`src/rtl/prot_pkg.sv`:
```
package prot_pkg;

    typedef enum logic [1:0] {
        BIT_STORE = 2'b00,
        BIT_SET   = 2'b01,
        BIT_CLR   = 2'b10,
        BIT_INV   = 2'b11
    } bitop_e;

    typedef enum logic {
        SEQ_LOCKED = 1'b0,
        SEQ_ARMED  = 1'b1
    } seq_state_e;

endpackage

```
`src/rtl/prot_bitop.sv`:
```
module prot_bitop #(
    parameter int DW = 8
) (
    input  logic [DW-1:0] old_val,
    input  logic [1:0]    op,
    input  logic [DW-1:0] wdata,
    output logic [DW-1:0] new_val
);
    import prot_pkg::*;

    localparam int IDXW = (DW > 1) ? $clog2(DW) : 1;

    logic [IDXW-1:0] bit_idx;
    logic [DW-1:0]   mask;

    assign bit_idx = wdata[IDXW-1:0];
    assign mask    = DW'(1) << bit_idx;

    always_comb begin
        unique case (bitop_e'(op))
            BIT_STORE: new_val = wdata;
            BIT_SET:   new_val = old_val | mask;
            BIT_CLR:   new_val = old_val & ~mask;
            BIT_INV:   new_val = old_val ^ mask;
            default:   new_val = wdata;
        endcase
    end

endmodule

```
`src/rtl/prot_unlock_fsm.sv`:
```
module prot_unlock_fsm (
    input  logic clk,
    input  logic rst_n,
    input  logic access,
    input  logic cmd_wr,
    output logic armed
);
    import prot_pkg::*;

    seq_state_e st_q, st_d;

    always_comb begin
        st_d = st_q;
        unique case (st_q)
            SEQ_LOCKED: if (cmd_wr)            st_d = SEQ_ARMED;
            SEQ_ARMED:  if (access && !cmd_wr) st_d = SEQ_LOCKED;
            default:                           st_d = SEQ_LOCKED;
        endcase
    end

    always_ff @(posedge clk) begin
        if (!rst_n) st_q <= SEQ_LOCKED;
        else        st_q <= st_d;
    end

    always_comb begin
        unique case (st_q)
            SEQ_ARMED: armed = 1'b1;
            default:   armed = 1'b0;
        endcase
    end

    a_r2_cmd_arms: assert property (@(posedge clk) disable iff (!rst_n)
        cmd_wr |=> armed);
    a_r4_access_disarms: assert property (@(posedge clk) disable iff (!rst_n)
        (access && !cmd_wr) |=> !armed);
    a_r10_idle_holds: assert property (@(posedge clk) disable iff (!rst_n)
        !access |=> $stable(armed));

endmodule

```
`src/rtl/prot_reg_bank.sv`:
```
module prot_reg_bank #(
    parameter int DW   = 8,
    parameter int NREG = 4
) (
    input  logic                     clk,
    input  logic                     rst_n,
    input  logic [NREG-1:0]          wr_sel,
    input  logic                     armed,
    input  logic [DW-1:0]            new_val,
    output logic [NREG-1:0][DW-1:0]  q,
    output logic                     drop
);

    assign drop = (|wr_sel) && !armed;

    for (genvar i = 0; i < NREG; i++) begin : g_reg
        always_ff @(posedge clk) begin
            if (!rst_n)                  q[i] <= '0;
            else if (wr_sel[i] && armed) q[i] <= new_val;
        end

        a_r5_locked_write_dropped: assert property (@(posedge clk) disable iff (!rst_n)
            (wr_sel[i] && !armed) |=> $stable(q[i]));
        a_r3_armed_write_taken: assert property (@(posedge clk) disable iff (!rst_n)
            (wr_sel[i] && armed) |=> (q[i] == $past(new_val)));
        a_r11_unselected_stable: assert property (@(posedge clk) disable iff (!rst_n)
            !wr_sel[i] |=> $stable(q[i]));
    end

endmodule

```
`src/rtl/prot_status.sv`:
```
module prot_status (
    input  logic clk,
    input  logic rst_n,
    input  logic set_err,
    input  logic stat_wr,
    input  logic stat_bit0,
    output logic err
);

    always_ff @(posedge clk) begin
        if (!rst_n)                     err <= 1'b0;
        else if (set_err)               err <= 1'b1;
        else if (stat_wr && !stat_bit0) err <= 1'b0;
    end

    a_r5_error_raised: assert property (@(posedge clk) disable iff (!rst_n)
        set_err |=> err);
    a_r9_error_sticky: assert property (@(posedge clk) disable iff (!rst_n)
        (err && !stat_wr) |=> err);
    a_r9_no_soft_set: assert property (@(posedge clk) disable iff (!rst_n)
        (!err && !set_err) |=> !err);

endmodule

```
`src/rtl/prot_wr_seq.sv`:
```
module prot_wr_seq #(
    parameter int AW        = 4,
    parameter int DW        = 8,
    parameter int NREG      = 4,
    parameter int CMD_ADDR  = 0,
    parameter int STAT_ADDR = 1,
    parameter int PROT_BASE = 2
) (
    input  logic                 clk,
    input  logic                 rst_n,
    input  logic [AW-1:0]        bus_addr,
    input  logic                 bus_wr,
    input  logic                 bus_rd,
    input  logic [1:0]           bus_bitop,
    input  logic [DW-1:0]        bus_wdata,
    output logic [DW-1:0]        bus_rdata,
    output logic [NREG*DW-1:0]   prot_q,
    output logic                 prot_err
);

    localparam int IW        = (NREG > 1) ? $clog2(NREG) : 1;
    localparam int PROT_LAST = PROT_BASE + NREG - 1;
    localparam logic [AW-1:0] PROT_A = AW'(PROT_BASE);

    logic                    access, rd_only;
    logic                    cmd_hit, stat_hit, prot_hit;
    logic                    cmd_wr, stat_wr, prot_wr;
    logic [IW-1:0]           idx;
    logic [NREG-1:0]         wr_sel;
    logic [DW-1:0]           old_val, new_val, stat_val;
    logic                    armed, drop;
    logic [NREG-1:0][DW-1:0] q;

    assign access   = bus_wr | bus_rd;
    assign rd_only  = bus_rd & ~bus_wr;
    assign cmd_hit  = (int'(bus_addr) == CMD_ADDR);
    assign stat_hit = (int'(bus_addr) == STAT_ADDR);
    assign prot_hit = (int'(bus_addr) >= PROT_BASE) && (int'(bus_addr) <= PROT_LAST);
    assign cmd_wr   = bus_wr & cmd_hit;
    assign stat_wr  = bus_wr & stat_hit;
    assign prot_wr  = bus_wr & prot_hit;
    assign idx      = IW'(bus_addr - PROT_A);
    assign wr_sel   = prot_wr ? (NREG'(1) << idx) : '0;
    assign stat_val = {{(DW-1){1'b0}}, prot_err};

    always_comb begin
        if (stat_hit)      old_val = stat_val;
        else if (prot_hit) old_val = q[idx];
        else               old_val = '0;
    end

    always_comb begin
        if (!rd_only)      bus_rdata = '0;
        else if (stat_hit) bus_rdata = stat_val;
        else if (prot_hit) bus_rdata = q[idx];
        else               bus_rdata = '0;
    end

    prot_bitop #(.DW(DW)) u_bitop (
        .old_val (old_val),
        .op      (bus_bitop),
        .wdata   (bus_wdata),
        .new_val (new_val)
    );

    prot_unlock_fsm u_fsm (
        .clk    (clk),
        .rst_n  (rst_n),
        .access (access),
        .cmd_wr (cmd_wr),
        .armed  (armed)
    );

    prot_reg_bank #(.DW(DW), .NREG(NREG)) u_bank (
        .clk     (clk),
        .rst_n   (rst_n),
        .wr_sel  (wr_sel),
        .armed   (armed),
        .new_val (new_val),
        .q       (q),
        .drop    (drop)
    );

    prot_status u_status (
        .clk       (clk),
        .rst_n     (rst_n),
        .set_err   (drop),
        .stat_wr   (stat_wr),
        .stat_bit0 (new_val[0]),
        .err       (prot_err)
    );

    assign prot_q = q;

    a_r8_cmd_reads_zero: assert property (@(posedge clk) disable iff (!rst_n)
        (rd_only && cmd_hit) |-> (bus_rdata == '0));
    a_r6_unlock_consumed: assert property (@(posedge clk) disable iff (!rst_n)
        prot_wr |=> !armed);

endmodule

```
`config.mk`:
```
export PLATFORM = sky130hd
export DESIGN_NAME = prot_wr_seq
export DESIGN_NICKNAME = d
export VERILOG_FILES = /design/src/rtl/prot_pkg.sv /design/src/rtl/prot_bitop.sv /design/src/rtl/prot_unlock_fsm.sv /design/src/rtl/prot_reg_bank.sv /design/src/rtl/prot_status.sv /design/src/rtl/prot_wr_seq.sv
export SDC_FILE = /design/constraint.sdc
export NUM_CORES = 1
export LEC_CHECK = 0
export ABC_AREA = 0
export BUFFER_PORTS_ARGS = -buffer_cell sky130_fd_sc_hd__buf_2
export CAP_MARGIN = 10
export CORE_ASPECT_RATIO = 1.2
export CORE_MARGIN = 3
export CORE_UTILIZATION = 30
export DETAILED_ROUTE_END_ITERATION = 7
export HOLD_SLACK_MARGIN = 0.12
export PLACE_DENSITY_LB_ADDON = 0.3
export SLEW_MARGIN = 10
export SYNTH_ARGS = -nofsm -noshare
export SYNTH_HDL_FRONTEND = slang
export SYNTH_HIERARCHICAL = 1
export SYNTH_SLANG_ARGS = --single-unit
```
`constraint.sdc`:
```
create_clock -name clk -period 2.5 [get_ports clk]
set_input_delay 0.25 -clock clk [delete_from_list [all_inputs] [get_ports clk]]
set_output_delay 0.25 -clock clk [all_outputs]
set_load 0.01 [all_outputs]
```
==> impl_metrics.env, run 1 <==
export IMPL_status="finished clean"
export IMPL_crit_fanout=13
export IMPL_post_drt_wl_per_cell_um=16.4
export IMPL_crit_chain="buf_2 -> mux4_2 -> and2_1 -> inv_1 -> ha_1 -> mux4_2 -> nand2_2 -> mux2i_1"
export IMPL_cts_tree="done"
export IMPL_grt_overflow_total=0
export IMPL_cts_clk_slew_worst_paths_ns=0.07
export IMPL_finalClockSkew_ns=0.00298
export IMPL_rows=33
export IMPL_dieArea_um2=8520
export IMPL_grt_max_degree=43
export IMPL_hpwlAfterDp_um=4500
export IMPL_hp_class="in2reg"
export IMPL_clockRootBuffer="clkbuf_8"
export IMPL_p_leak_nw=1.45
export IMPL_cap_violations=0
export IMPL_setup_viol=0
export IMPL_cts_buffers=5
export IMPL_rsz0062_at_grt="no"
export IMPL_critPathBufInv=2
export IMPL_p_per_area_nw_per_um2=406
export IMPL_synth_nets=253
export IMPL_synth_distinct_cells=33
export IMPL_grt_pass1_vias=1886
export IMPL_cts_max_level=2
export IMPL_synth_seq_cells=34
export IMPL_cts_setup_buffers=0
export IMPL_crit_path_frequent_cell="mux4_2"
export IMPL_min_period_ns=2.18
export IMPL_syn_area_per_cell_um2=10.2
export IMPL_grt_pass1_wl_um=9720
export IMPL_clock_fmax_mhz=459
export IMPL_nFillCells=730
export IMPL_areaGrowthSynthToFinish_pct=20.5
export IMPL_worst_slew_pin_slew_ns=0.853
export IMPL_final_util_pct=38.4
export IMPL_final_area_um2=2690
export IMPL_drive_gt1_share_pct=36.9
export IMPL_final_hold_viol_count=0
export IMPL_startpoint_type="input port"
export IMPL_ys_warnings_count=6
export IMPL_dr_pass1_iters=4
export IMPL_drc=0
export IMPL_grt_antenna_before_repair=0
export IMPL_ir_drop_mv=0.157
export IMPL_fin_ws_ns=0.322
export IMPL_cts_resized=0
export IMPL_die_h_um=101
export IMPL_via_per_inst=4.89
export IMPL_cts_sinks=34
export IMPL_relSlewSlack_pct=43.1
export IMPL_holdBufCountCts=0
export IMPL_pre_cts_slack_ns=0.00657
export IMPL_grt_use_total_pct=14.6
export IMPL_routabilityCongestion=0.820
export IMPL_initial_core_util_pct=31.8
export IMPL_max_stage_delay_ns=0.59
export IMPL_core_area_um2=7020
export IMPL_vias=1804
export IMPL_worst_setup_path_end_kind="flop"
export IMPL_port_buffers=58
export IMPL_clkLatencyLatePin_ns=0.29
export IMPL_cp_arrival_ns=2.35
export IMPL_antenna_left=0
export IMPL_clockBufferDepth=2
export IMPL_antenna_diode_count=0
export IMPL_place_area_um2=2600
export IMPL_fin_crit_sh_pct=87.1
export IMPL_maxSlewViolCount=0
export IMPL_crit_type="in2reg"
export IMPL_final_nets=315
export IMPL_fin_hold_ws_ns=0.380
export IMPL_timing_setup_tns_ns=0
export IMPL_die_w_um=84.8
export IMPL_wl_um=6050
export IMPL_crit_path_top_delay_cell="mux4_2"
export IMPL_syn_instance_count=219
export IMPL_io_pins=59
export IMPL_critPathTopFamily="multiplexers"
export IMPL_yosysSeqAreaShare_pct=30.5
export IMPL_drtIter0Drc=132
export IMPL_required_ns=2.67
export IMPL_netlist_area_um2=2230
-- synth_stat cells (all sizes together) --
cell | n | share of area [%]
or3b | 2 | 0.78
buf | 9 | 3.6
ha | 16 | 9.0
dfxtp | 34 | 30
nand2 | 45 | 8.9
nor4 | 1 | 0.28
mux2i | 32 | 14
and4b | 1 | 0.45
clkbuf | 1 | 0.22
o21a | 1 | 0.34
and2 | 14 | 3.9
nor3 | 1 | 0.45
nand3 | 5 | 1.1
and3 | 4 | 1.1
nor3b | 1 | 0.56
xnor2 | 1 | 0.39
o21ai | 1 | 0.22
mux2 | 2 | 1.0
inv | 16 | 2.7
nand3b | 3 | 1.0
mux4 | 15 | 16
or2 | 1 | 0.28
nand2b | 1 | 0.28
nor2b | 2 | 0.90
or3 | 1 | 0.28
a31oi | 1 | 0.28
nor2 | 7 | 1.2
and4 | 1 | 0.39
-- report_power, final --
group	leakage [nW]	internal (W)	total, W	switching, W
registers	0.274	0.000543	0.000544	0.00000149
logic	1.13	0.0000495	0.000122	0.0000725
clock network	0.0482	0.000222	0.000427	0.000205
-- tightest hold or removal path: stages --
cell and delay (ns):
buf_2 0.13, and3_1 0.15, o21a_1 0.11
-- final cells by class --
class                      instances  area, µm²  area share, %
timing repair buffer              65        343           12.7
clock buffer                       7       86.3           3.21
multi-input combinational        159       1410           52.3
tap                               87        109           4.04
clock inverter                     1       5.00          0.186
inverter                          16       60.1           2.23
sequential                        34        681           25.3
-- sequential cells by signal, summed over array words and instances (netlist names) --
register / flops
u_status/err: 1
u_fsm/st_q: 1
u_bank/q: 32
-- layer usage --
layer  track usage, %  up-vias  share of wire (%)  routed length (µm)
li1                 -      879                  -                   -
met1             18.4      880                 45                2710
met2             25.6       38                 50                3050
met3             2.45        7                3.6                 218
met4             4.38        0                1.3                  80
met5                0        -                  0                   0
-- cells in the final DEF (no fill, tap or decap) --
cell	Yosys	routed
nor3_2	1	1
nor4_1	1	1
nor2b_1	1	1
nand2b_1	1	1
clkinv_2	0	1
nand2_1	33	33
mux2i_1	32	32
and4_1	1	1
nand2_2	12	12
o21ai_0	1	1
nor3b_2	1	1
xnor2_1	1	1
clkbuf_8	0	6
ha_1	16	16
nand3b_1	3	3
nor2_1	7	7
o21a_1	1	1
a31oi_1	1	1
or3_1	1	1
and4b_1	1	1
clkbuf_1	0	1
inv_1	16	16
nor2b_4	1	1
and2_1	14	14
mux2_2	2	2
buf_4	4	7
or3b_2	2	2
or2_2	1	1
mux4_2	12	12
and3_1	4	4
mux4_1	3	3
nand3_1	5	5
dfxtp_1	34	34
buf_2	1	58
-- stage by stage --
step                std cells  total power (W)
floorplan                 219         0.000640
CTS                       369          0.00110
global route              369          0.00113
finish                    369          0.00109
detailed placement        361         0.000679
global placement          361         0.000679
-- cell families after synthesis --
| kind of cell | count (synthesis) | share of synthesized area [%] |
|---|---|---|
| compound gates | 3 | 0.840 |
| xor+xnor | 1 | 0.392 |
| fa+ha+maj | 16 | 8.96 |
| buf+inv | 26 | 6.49 |
| flops | 34 | 30.5 |
| mux | 49 | 31.0 |
| simple gates | 90 | 21.9 |
-- final timing paths --
| check | start | to | slack, ns | depth (start not counted) |
|---|---|---|---|---|
| max | bus_addr[0] | u_bank/q[3]$_SDFFE_PN0P_ | 0.32 | 8 |
| min | bus_wr | u_fsm/st_q$_SDFF_PN0_ | 0.38 | 3 |
| max reg2reg | u_bank/q[11]$_SDFFE_PN0P_ | u_bank/q[3]$_SDFFE_PN0P_ | 0.36 | 7 |
| min reg2reg | u_bank/q[17]$_SDFFE_PN0P_ | u_bank/q[17]$_SDFFE_PN0P_ | 0.48 | 2 |
Power figures use the tool's default switching activity.
==> run 2, diff against run 1 <==
Settings changed: MAX_ROUTING_LAYER set to met4.
==> impl_metrics.env, run 2 (synthesis gave the netlist of run 1 again) <==
export IMPL_dr_pass1_iters=4
export IMPL_io_pins=59
export IMPL_wl_um=6070
export IMPL_p_leak_nw=1.45
export IMPL_cts_buffers=5
export IMPL_worst_setup_path_end_kind="flop"
export IMPL_worst_slew_pin_slew_ns=0.847
export IMPL_dp_cells=361
export IMPL_cts_sinks=34
export IMPL_timing_setup_tns_ns=0
export IMPL_cts_setup_buffers=0
export IMPL_clock_fmax_mhz=458
export IMPL_status="finished clean"
export IMPL_grt_pass1_vias=1881
export IMPL_holdBufCountCts=0
export IMPL_drive_gt1_share_pct=36.9
export IMPL_crit_type="in2reg"
export IMPL_fin_hold_ws_ns=0.382
export IMPL_vias=1820
export IMPL_grt_antenna_before_repair=0
export IMPL_maxSlewViolCount=0
export IMPL_clkLatencyLatePin_ns=0.28
export IMPL_rows=33
export IMPL_port_buffers=58
export IMPL_finalClockSkew_ns=0.00287
export IMPL_min_period_ns=2.18
export IMPL_final_hold_viol_count=0
export IMPL_mostFrequentLayoutCells="buf_2 (58), dfxtp_1 (34), nand2_1 (33)"
export IMPL_post_drt_wl_per_cell_um=16.5
export IMPL_antenna_left=0
export IMPL_ir_drop_mv=0.157
export IMPL_grt_overflow_total=0
export IMPL_fin_crit_sh_pct=87.3
export IMPL_crit_fanout=13
export IMPL_p_per_area_nw_per_um2=405
export IMPL_setup_viol=0
export IMPL_grt_max_degree=43
export IMPL_areaGrowthSynthToFinish_pct=20.5
export IMPL_largest_reg_flops=32
export IMPL_required_ns=2.67
export IMPL_drtIter0Drc=131
export IMPL_top_register="u_bank/q"
export IMPL_dieArea_um2=8520
export IMPL_layout_commonest_cell="buf_2"
export IMPL_die_w_um=84.8
export IMPL_rsz0062_at_grt="no"
export IMPL_cts_clk_slew_worst_paths_ns=0.07
export IMPL_cp_arrival_ns=2.35
export IMPL_hpwlAfterDp_um=4500
export IMPL_clockRootBuffer="clkbuf_8"
export IMPL_clockBufferDepth=2
export IMPL_cts_resized=0
export IMPL_grt_use_total_pct=15.0
export IMPL_core_area_um2=7020
export IMPL_cap_violations=0
export IMPL_cts_max_level=2
export IMPL_via_per_inst=4.93
export IMPL_cts_tree="done"
export IMPL_final_nets=315
export IMPL_die_h_um=101
export IMPL_instances_no_fill=369
export IMPL_hp_class="in2reg"
export IMPL_drc=0
export IMPL_routabilityCongestion=0.832
export IMPL_antenna_diode_count=0
export IMPL_reg_top3="u_bank/q: 32 flops, u_fsm/st_q: 1 flops, u_status/err: 1 flops"
export IMPL_startpoint_type="input port"
export IMPL_grt_pass1_wl_um=9720
export IMPL_final_util_pct=38.4
export IMPL_relSlewSlack_pct=43.5
export IMPL_initial_core_util_pct=31.8
export IMPL_place_area_um2=2600
export IMPL_final_area_um2=2690
[run 2: cell counts in the layout (fill, tap and decap cells not counted)]
Identical to the previous run, type by type.
[run 2: worst max-delay path: stages]
cell	delay, ns
buf_2	0.31
mux4_2	0.59
and2_1	0.20
inv_1	0.06
ha_1	0.22
mux4_2	0.50
nand2_2	0.12
mux2i_1	0.09
[run 2: power by group]
| part | internal (W) | switching, W |
|---|---|---|
| Clock | 0.000222 | 0.000201 |
| Sequential | 0.000543 | 0.00000157 |
| Combinational | 0.0000495 | 0.0000721 |
| Total | 0.000815 | 0.000275 |
[run 2: metal layers]
metal  track usage (%)  vias up  wire length, µm
li1                  -      877                -
met1              18.9      882             2680
met2              25.5       54             3060
met3              1.47        7              232
met4              4.75        0               97
met5                 -        -                0
[run 2: layout make-up]
cell class              count  area [µm²]
fillers                   730        4330
flip-flops and latches     34         681
clock inverters             1        5.00
well taps                  87         109
inverters                  16        60.1
repair buffers             65         343
multi-input cells         159        1410
clock buffers               7        86.3
[run 2: worst paths after layout]
path	startpoint	end	slack [ns]	depth (start not counted)
setup / recovery	bus_addr[0]	u_bank/q[3]$_SDFFE_PN0P_	0.32	8
hold / removal	bus_wr	u_fsm/st_q$_SDFF_PN0_	0.38	3
setup reg to reg	u_bank/q[11]$_SDFFE_PN0P_	u_bank/q[3]$_SDFFE_PN0P_	0.36	7
hold reg to reg	u_bank/q[17]$_SDFFE_PN0P_	u_bank/q[17]$_SDFFE_PN0P_	0.48	2
[run 2: metrics by stage]
| stage | total power (W) | setup WS, ns |
|---|---|---|
| after floorplan | 0.000640 | 0.466 |
| after global placement | 0.000679 | 0.0438 |
| after detailed placement | 0.000679 | 0.00657 |
| after CTS | 0.00110 | 0.318 |
| after global routing | 0.00113 | 0.199 |
| final | 0.00109 | 0.318 |
